[src/rtl/dma_arb_pkg.sv]
package dma_arb_pkg;

  typedef enum logic {
    ARB_FIXED = 1'b0,
    ARB_ROUND = 1'b1
  } arb_mode_e;

  typedef enum logic [1:0] {
    ST_IDLE     = 2'd0,
    ST_WAIT_ACK = 2'd1,
    ST_XFER     = 2'd2
  } lock_st_e;

endpackage

[src/rtl/arb_fixed_pick.sv]
module arb_fixed_pick #(
  parameter int NCH   = 8,
  parameter int IDX_W = $clog2(NCH)
) (
  input  logic [NCH-1:0]   req_i,
  output logic [IDX_W-1:0] idx_o,
  output logic             valid_o
);

  // Scan from the top down so that the lowest set channel is the final assignment.
  always_comb begin
    idx_o   = '0;
    valid_o = |req_i;
    for (int i = NCH - 1; i >= 0; i--) begin
      if (req_i[i]) idx_o = IDX_W'(i);
    end
  end

  // no pending request below the chosen one
  always_comb begin
    if (valid_o) begin
      a_r3_lowest_wins: assert ((req_i & ((NCH'(1) << idx_o) - NCH'(1))) == '0);
    end
  end

endmodule

[src/rtl/arb_rot_pick.sv]
module arb_rot_pick #(
  parameter int NCH   = 8,
  parameter int IDX_W = $clog2(NCH)
) (
  input  logic [NCH-1:0]   req_i,
  input  logic [IDX_W-1:0] last_i,
  output logic [IDX_W-1:0] idx_o,
  output logic             valid_o
);

  logic [IDX_W-1:0] cand;

  // Distance k = 1 is the highest priority and k = NCH (the last-served channel) the lowest.
  // Scan from far to near so that the nearest requester is the final assignment.
  always_comb begin
    idx_o   = last_i;
    valid_o = |req_i;
    cand    = '0;
    for (int k = NCH; k >= 1; k--) begin
      cand = IDX_W'((int'(last_i) + k) % NCH);
      if (req_i[cand]) idx_o = cand;
    end
  end

  // the chosen channel is really requesting
  always_comb begin
    if (valid_o) begin
      a_r4_pick_requested: assert (req_i[idx_o]);
    end
  end

endmodule

[src/rtl/arb_lock_ctrl.sv]
module arb_lock_ctrl
  import dma_arb_pkg::*;
#(
  parameter int NCH   = 8,
  parameter int IDX_W = $clog2(NCH)
) (
  input  logic             clk_i,
  input  logic             rst_ni,
  input  logic [NCH-1:0]   req_i,
  input  arb_mode_e        mode_i,
  input  logic [IDX_W-1:0] fix_idx_i,
  input  logic             fix_vld_i,
  input  logic [IDX_W-1:0] rot_idx_i,
  input  logic             rot_vld_i,
  input  logic [NCH-1:0]   ack_i,
  output logic [NCH-1:0]   gnt_o,
  output logic [IDX_W-1:0] last_o,
  output logic             arb_ev_o,
  output logic             done_ev_o
);

  lock_st_e         st_q;
  logic [IDX_W-1:0] own_q;
  logic [IDX_W-1:0] last_q;
  logic [NCH-1:0]   gnt_q;
  logic             own_ack;
  logic [IDX_W-1:0] win_idx;
  logic             win_vld;

  // Named internal events, used by the sequential logic and by the assertions.
  assign own_ack   = ack_i[own_q];
  assign win_idx   = (mode_i == ARB_ROUND) ? rot_idx_i : fix_idx_i;
  assign win_vld   = (mode_i == ARB_ROUND) ? rot_vld_i : fix_vld_i;
  assign arb_ev_o  = (st_q == ST_IDLE) && win_vld;
  assign done_ev_o = (st_q == ST_XFER) && !own_ack;

  always_ff @(posedge clk_i) begin
    if (!rst_ni) begin
      st_q   <= ST_IDLE;
      own_q  <= '0;
      last_q <= IDX_W'(NCH - 1);
      gnt_q  <= '0;
    end else begin
      case (st_q)
        ST_IDLE: begin
          if (arb_ev_o) begin
            own_q <= win_idx;
            gnt_q <= NCH'(1) << win_idx;
            st_q  <= ST_WAIT_ACK;
          end
        end
        ST_WAIT_ACK: begin
          if (own_ack) st_q <= ST_XFER;
        end
        ST_XFER: begin
          if (done_ev_o) begin
            st_q   <= ST_IDLE;
            gnt_q  <= '0;
            last_q <= own_q;
          end
        end
        default: st_q <= ST_IDLE;
      endcase
    end
  end

  assign gnt_o  = gnt_q;
  assign last_o = last_q;

  // grant is one-hot or zero
  a_r1_onehot0: assert property (@(posedge clk_i) disable iff (!rst_ni)
    $onehot0(gnt_o));

  // a held grant only changes at completion
  a_r5_grant_locked: assert property (@(posedge clk_i) disable iff (!rst_ni)
    (gnt_o != '0 && !done_ev_o) |=> (gnt_o == $past(gnt_o)));

  // completion leaves a zero grant for the following cycle
  a_r6_gap_after_done: assert property (@(posedge clk_i) disable iff (!rst_ni)
    done_ev_o |=> (gnt_o == '0));

  // the last-served pointer moves only at completion
  a_r7_ptr_only_on_done: assert property (@(posedge clk_i) disable iff (!rst_ni)
    !done_ev_o |=> $stable(last_o));

  // a fresh grant goes to a channel that was requesting
  a_r2_grant_was_requested: assert property (@(posedge clk_i) disable iff (!rst_ni)
    ($past(gnt_o) == '0 && gnt_o != '0) |-> (($past(req_i) & gnt_o) != '0));

  // idle with no request keeps the grant at zero
  a_r2_idle_stays_zero: assert property (@(posedge clk_i) disable iff (!rst_ni)
    (st_q == ST_IDLE && req_i == '0) |=> (gnt_o == '0));

endmodule

[src/rtl/dma_prio_arbiter.sv]
module dma_prio_arbiter
  import dma_arb_pkg::*;
#(
  parameter int NCH   = 8,
  parameter int IDX_W = $clog2(NCH)
) (
  input  logic           clk_i,
  input  logic           rst_ni,
  input  logic [NCH-1:0] req_i,
  input  logic           mode_i,
  input  logic [NCH-1:0] ack_i,
  output logic [NCH-1:0] gnt_o
);

  logic [IDX_W-1:0] fix_idx;
  logic             fix_vld;
  logic [IDX_W-1:0] rot_idx;
  logic             rot_vld;
  logic [IDX_W-1:0] last_srv;
  logic             arb_ev;
  logic             done_ev;
  arb_mode_e        mode;

  assign mode = arb_mode_e'(mode_i);

  arb_fixed_pick #(.NCH(NCH), .IDX_W(IDX_W)) u_fixed (
    .req_i   (req_i),
    .idx_o   (fix_idx),
    .valid_o (fix_vld)
  );

  arb_rot_pick #(.NCH(NCH), .IDX_W(IDX_W)) u_rot (
    .req_i   (req_i),
    .last_i  (last_srv),
    .idx_o   (rot_idx),
    .valid_o (rot_vld)
  );

  arb_lock_ctrl #(.NCH(NCH), .IDX_W(IDX_W)) u_lock (
    .clk_i     (clk_i),
    .rst_ni    (rst_ni),
    .req_i     (req_i),
    .mode_i    (mode),
    .fix_idx_i (fix_idx),
    .fix_vld_i (fix_vld),
    .rot_idx_i (rot_idx),
    .rot_vld_i (rot_vld),
    .ack_i     (ack_i),
    .gnt_o     (gnt_o),
    .last_o    (last_srv),
    .arb_ev_o  (arb_ev),
    .done_ev_o (done_ev)
  );

  // a mode change never alters a grant that is being held
  a_r8_mode_no_effect_locked: assert property (@(posedge clk_i) disable iff (!rst_ni)
    (gnt_o != '0 && !done_ev && mode_i != $past(mode_i)) |=> (gnt_o == $past(gnt_o)));

  // every arbitration event yields a grant at the next edge
  a_r2_arb_gives_grant: assert property (@(posedge clk_i) disable iff (!rst_ni)
    arb_ev |=> (gnt_o != '0));

endmodule

[config.mk]
export PLATFORM = sky130hd
export DESIGN_NAME = dma_prio_arbiter
export DESIGN_NICKNAME = d
export VERILOG_FILES = /design/src/rtl/dma_arb_pkg.sv /design/src/rtl/arb_fixed_pick.sv /design/src/rtl/arb_rot_pick.sv /design/src/rtl/arb_lock_ctrl.sv /design/src/rtl/dma_prio_arbiter.sv
export SDC_FILE = /design/constraint.sdc
export NUM_CORES = 1
export LEC_CHECK = 0
export BUFFER_PORTS_ARGS = -buffer_cell sky130_fd_sc_hd__clkbuf_2
export CAP_MARGIN = 0
export CORE_ASPECT_RATIO = 0.8
export CORE_MARGIN = 3
export CORE_UTILIZATION = 40
export CTS_CLUSTER_DIAMETER = 50
export DETAILED_ROUTE_END_ITERATION = 12
export PLACE_DENSITY_LB_ADDON = 0.05
export SLEW_MARGIN = 10
export SYNTH_ARGS = -nofsm -noshare
export SYNTH_HDL_FRONTEND = slang
export SYNTH_SLANG_ARGS = --single-unit
export TNS_END_PERCENT = 10
[constraint.sdc]
create_clock -name clk_i -period 4.2 [get_ports clk_i]
set_input_delay 0.63 -clock clk_i [delete_from_list [all_inputs] [get_ports clk_i]]
set_output_delay 0.63 -clock clk_i [all_outputs]
set_load 0.05 [all_outputs]
==> impl_metrics.py <==
metrics = {
    "run_status": {
        "status": "finished clean",
    },
    "clocking": {
        "ctsHoldBuffers": 0,
        "htree_levels": 1,
        "cts_buffers": 3,
        "cts_sinks": 16,
        "cts_tree": "yes",
        "cts_root_buf": "clkbuf_8",
        "clk_latency_ns": 0.25,
        "clk_pin_slew_ns": 0.07,
        "cts_resized": 0,
        "clockBufferDepth": 2,
        "post_cts.repair.setup_buffers": 0,
    },
    "timing": {
        "finClkSkew_ns": 0.00411,
        "worst-slew-pin-transition_ns": 1.03,
        "setup_viol": 0,
        "timing.fmax_mhz": 286,
        "rsz0062_at_grt": "false",
        "slew_headroom_pct": 29.6,
        "worst_slack_ns": 0.708,
        "min_period_over_period_pct": 83.1,
        "hold_viol": 0,
        "finalSetupTns_ns": 0,
        "maxSlewViolCount": 0,
        "fin_crit_ns": 3.49,
    },
    "placed_design": {
        "hpwl_um": 3010,
        "gp_congestion": 0.838,
        "place_area_mm2": 0.00164,
        "port_buffers": 26,
        "post-place-ws_ns": 0.716,
        "place_inst": 215,
    },
    "power_and_ir_drop": {
        "peakVddDrop_v": 0.000226,
        "powerDensity_mw_per_mm2": 392,
        "total_power_w": 0.000663,
        "p_leak_nw": 0.740,
    },
    "die": {
        "boundaryPins": 27,
        "start_util_pct": 42.2,
        "die_h_um": 60.3,
        "core-area_mm2": 0.00349,
        "row_count": 19,
        "fp.dieW_um": 73.9,
        "dieArea_mm2": 0.00445,
    },
    "global_route": {
        "antenna_found_initial": 0,
        "grtUsageTotal_pct": 18.2,
        "grt_pass1_vias": 1220,
        "grt_pass1_wl_um": 6130,
        "grt_max_degree": 14,
        "gr-total-overflow": 0,
    },
    "routing": {
        "ant_nets": 0,
        "drcViolationCount": 0,
        "vias": 1344,
        "wl_um": 3780,
        "dr.pass1.iters": 5,
        "routedWlPerCell_um": 17.3,
        "avgViaCountPerCell": 6.14,
        "drt_iter0_drc": 78,
    },
    "yosys": {
        "synth-main-ff-cell": "dfxtp_1",
        "synth_area_per_cell_um2": 9.83,
        "yosysTopAreaCell": "dfxtp_1",
        "postSynthCellCount": 150,
        "yosys-top-cells-count": "dfxtp_1, mux4_2, nand2_1",
        "synth_top_area_share_pct": 21.7,
        "yosys.cell_count.top_type": "dfxtp_1",
        "syn_nets": 171,
        "netlist_area_mm2": 0.00147,
        "seq_area_frac_synth_pct": 21.7,
        "yosys_warnings": 0,
        "synth-seq-cells": 16,
        "synth_cell_type_count": 48,
        "synth_edf_count": 0,
        "synthArstFlopShare_pct": 0,
        "synth_top_cells_by_area": "dfxtp_1, mux4_2, mux2i_1",
    },
    "layout": {
        "diodes": 0,
        "area_growth_pct": 14.9,
        "fin_area_mm2": 0.00169,
        "finalNonFillerCells": 219,
        "fillers": 346,
        "nNetsFinal": 199,
        "drive_gt1_share_pct": 32.8,
    },
    "setup_path": {
        "r2r-end": "u_lock.gnt_o[6]",
        "arrival_ns": 3.64,
        "reg2reg_from": "u_lock.last_o[0]",
        "critical_path.startpoint_type": "flip-flop",
        "crit_path_max_fanout": 9,
        "endpoint_kind": "flip-flop",
        "reg2regPathDepth": 9,
        "r2r_setup_slack_ns": 0.71,
        "critPathKind": "flip-flop to flip-flop",
        "required_ns": 4.35,
    },
    "hold_path": {
        "worstHoldEndpoint": "u_lock.gnt_o[1]",
        "min_from": "u_lock.gnt_o[1]",
        "hp-class": "flip-flop to flip-flop",
        "hold_depth": 1,
    },
    "run": {
        "drv_cap": 0,
    },
}
==> layout by cell type (no fill, tap or decap), types with 3 or more instances in the layout <==
master | netlist | routed
xor2_1 | 3 | 3
mux2i_1 | 9 | 9
o21a_1 | 3 | 3
nor2_1 | 10 | 10
a21oi_1 | 8 | 8
a32o_1 | 5 | 5
mux2_2 | 3 | 3
clkbuf_2 | 0 | 26
clkbuf_8 | 0 | 4
nand2_1 | 11 | 11
o21ai_0 | 9 | 9
buf_4 | 0 | 3
inv_1 | 8 | 8
dfxtp_1 | 16 | 16
a32o_2 | 4 | 4
nor2b_1 | 5 | 5
mux4_2 | 11 | 11
==> state kept, by name, summed over array words and instances, names as in the netlist <==
register,count
u_lock.gnt_o,8
u_lock.last_o,3
u_lock.own_q,3
u_lock.st_q,2
==> stage by stage <==
step | util [%] | hold slack [ns]
after CTS | 48.5 | 0.478
after global placement | 46.9 | 0.452
after global routing | 48.5 | 0.490
after detailed placement | 46.9 | 0.463
final | 48.5 | 0.470
after floorplan | - | 0.492
==> worst max-delay path, stage by stage, from the launching register on <==
cell	delay (ns)
dfxtp_1	0.59
inv_1	0.13
ha_1	0.52
mux4_2	0.45
mux2i_4	0.20
and3b_1	0.20
or4_4	0.51
o32ai_2	0.34
nor2_1	0.15
a32o_2	0.29
==> worst max-delay path by stage <==
stage / to / from / cells past startpoint
6_report: u_lock.gnt_o[6] / u_lock.last_o[0] / 9
2_1_floorplan: u_lock.gnt_o[2] / u_lock.last_o[1] / 11
5_1_grt: u_lock.gnt_o[6] / u_lock.last_o[0] / 9
3_3_place_gp: u_lock.gnt_o[3] / u_lock.last_o[0] / 9
3_5_place_dp: u_lock.gnt_o[6] / u_lock.last_o[0] / 9
4_1_cts: u_lock.gnt_o[6] / u_lock.last_o[0] / 9
==> cell type report <==
cell class | instances | area (um2) | area share [%]
multi-input cells | 120 | 1080 | 64.0
flip-flops and latches | 16 | 320 | 18.9
repair buffers | 29 | 153 | 9.01
clock buffers | 4 | 55.1 | 3.25
well taps | 42 | 52.6 | 3.10
inverters | 8 | 30.0 | 1.77
==> power breakdown <==
part | internal (W) | switching, W | total (W)
clock | 0.0000833 | 0.0000579 | 0.000141
combinational | 0.000143 | 0.000185 | 0.000328
sequential | 0.000171 | 0.0000238 | 0.000194
total | 0.000397 | 0.000266 | 0.000663
==> logic make-up (layout without fill, tap and decap cells) <==
logic type,count (synthesis),count (layout),synth area share [%]
AOI/OAI and AO/OA,48,48,25.1
xor gates and xnor gates,5,5,2.97
adders and majority gates,2,2,1.70
buffers and inverters,14,41,4.75
DFF,16,16,21.7
muxes,26,26,29.5
and+or+nand+nor,39,39,14.3
==> per-layer routing <==
metal / share of wire [%] / wire length, um / up-vias / GRT usage [%]
met5: 0 / 0 / - / 0
met4: 0 / 0 / 0 / 3.10
met3: 7.7 / 291 / 0 / 3.87
met2: 43 / 1640 / 55 / 25.5
met1: 49 / 1860 / 636 / 28.5
li1: - / - / 653 / -
(Power assumes the default switching activity.)
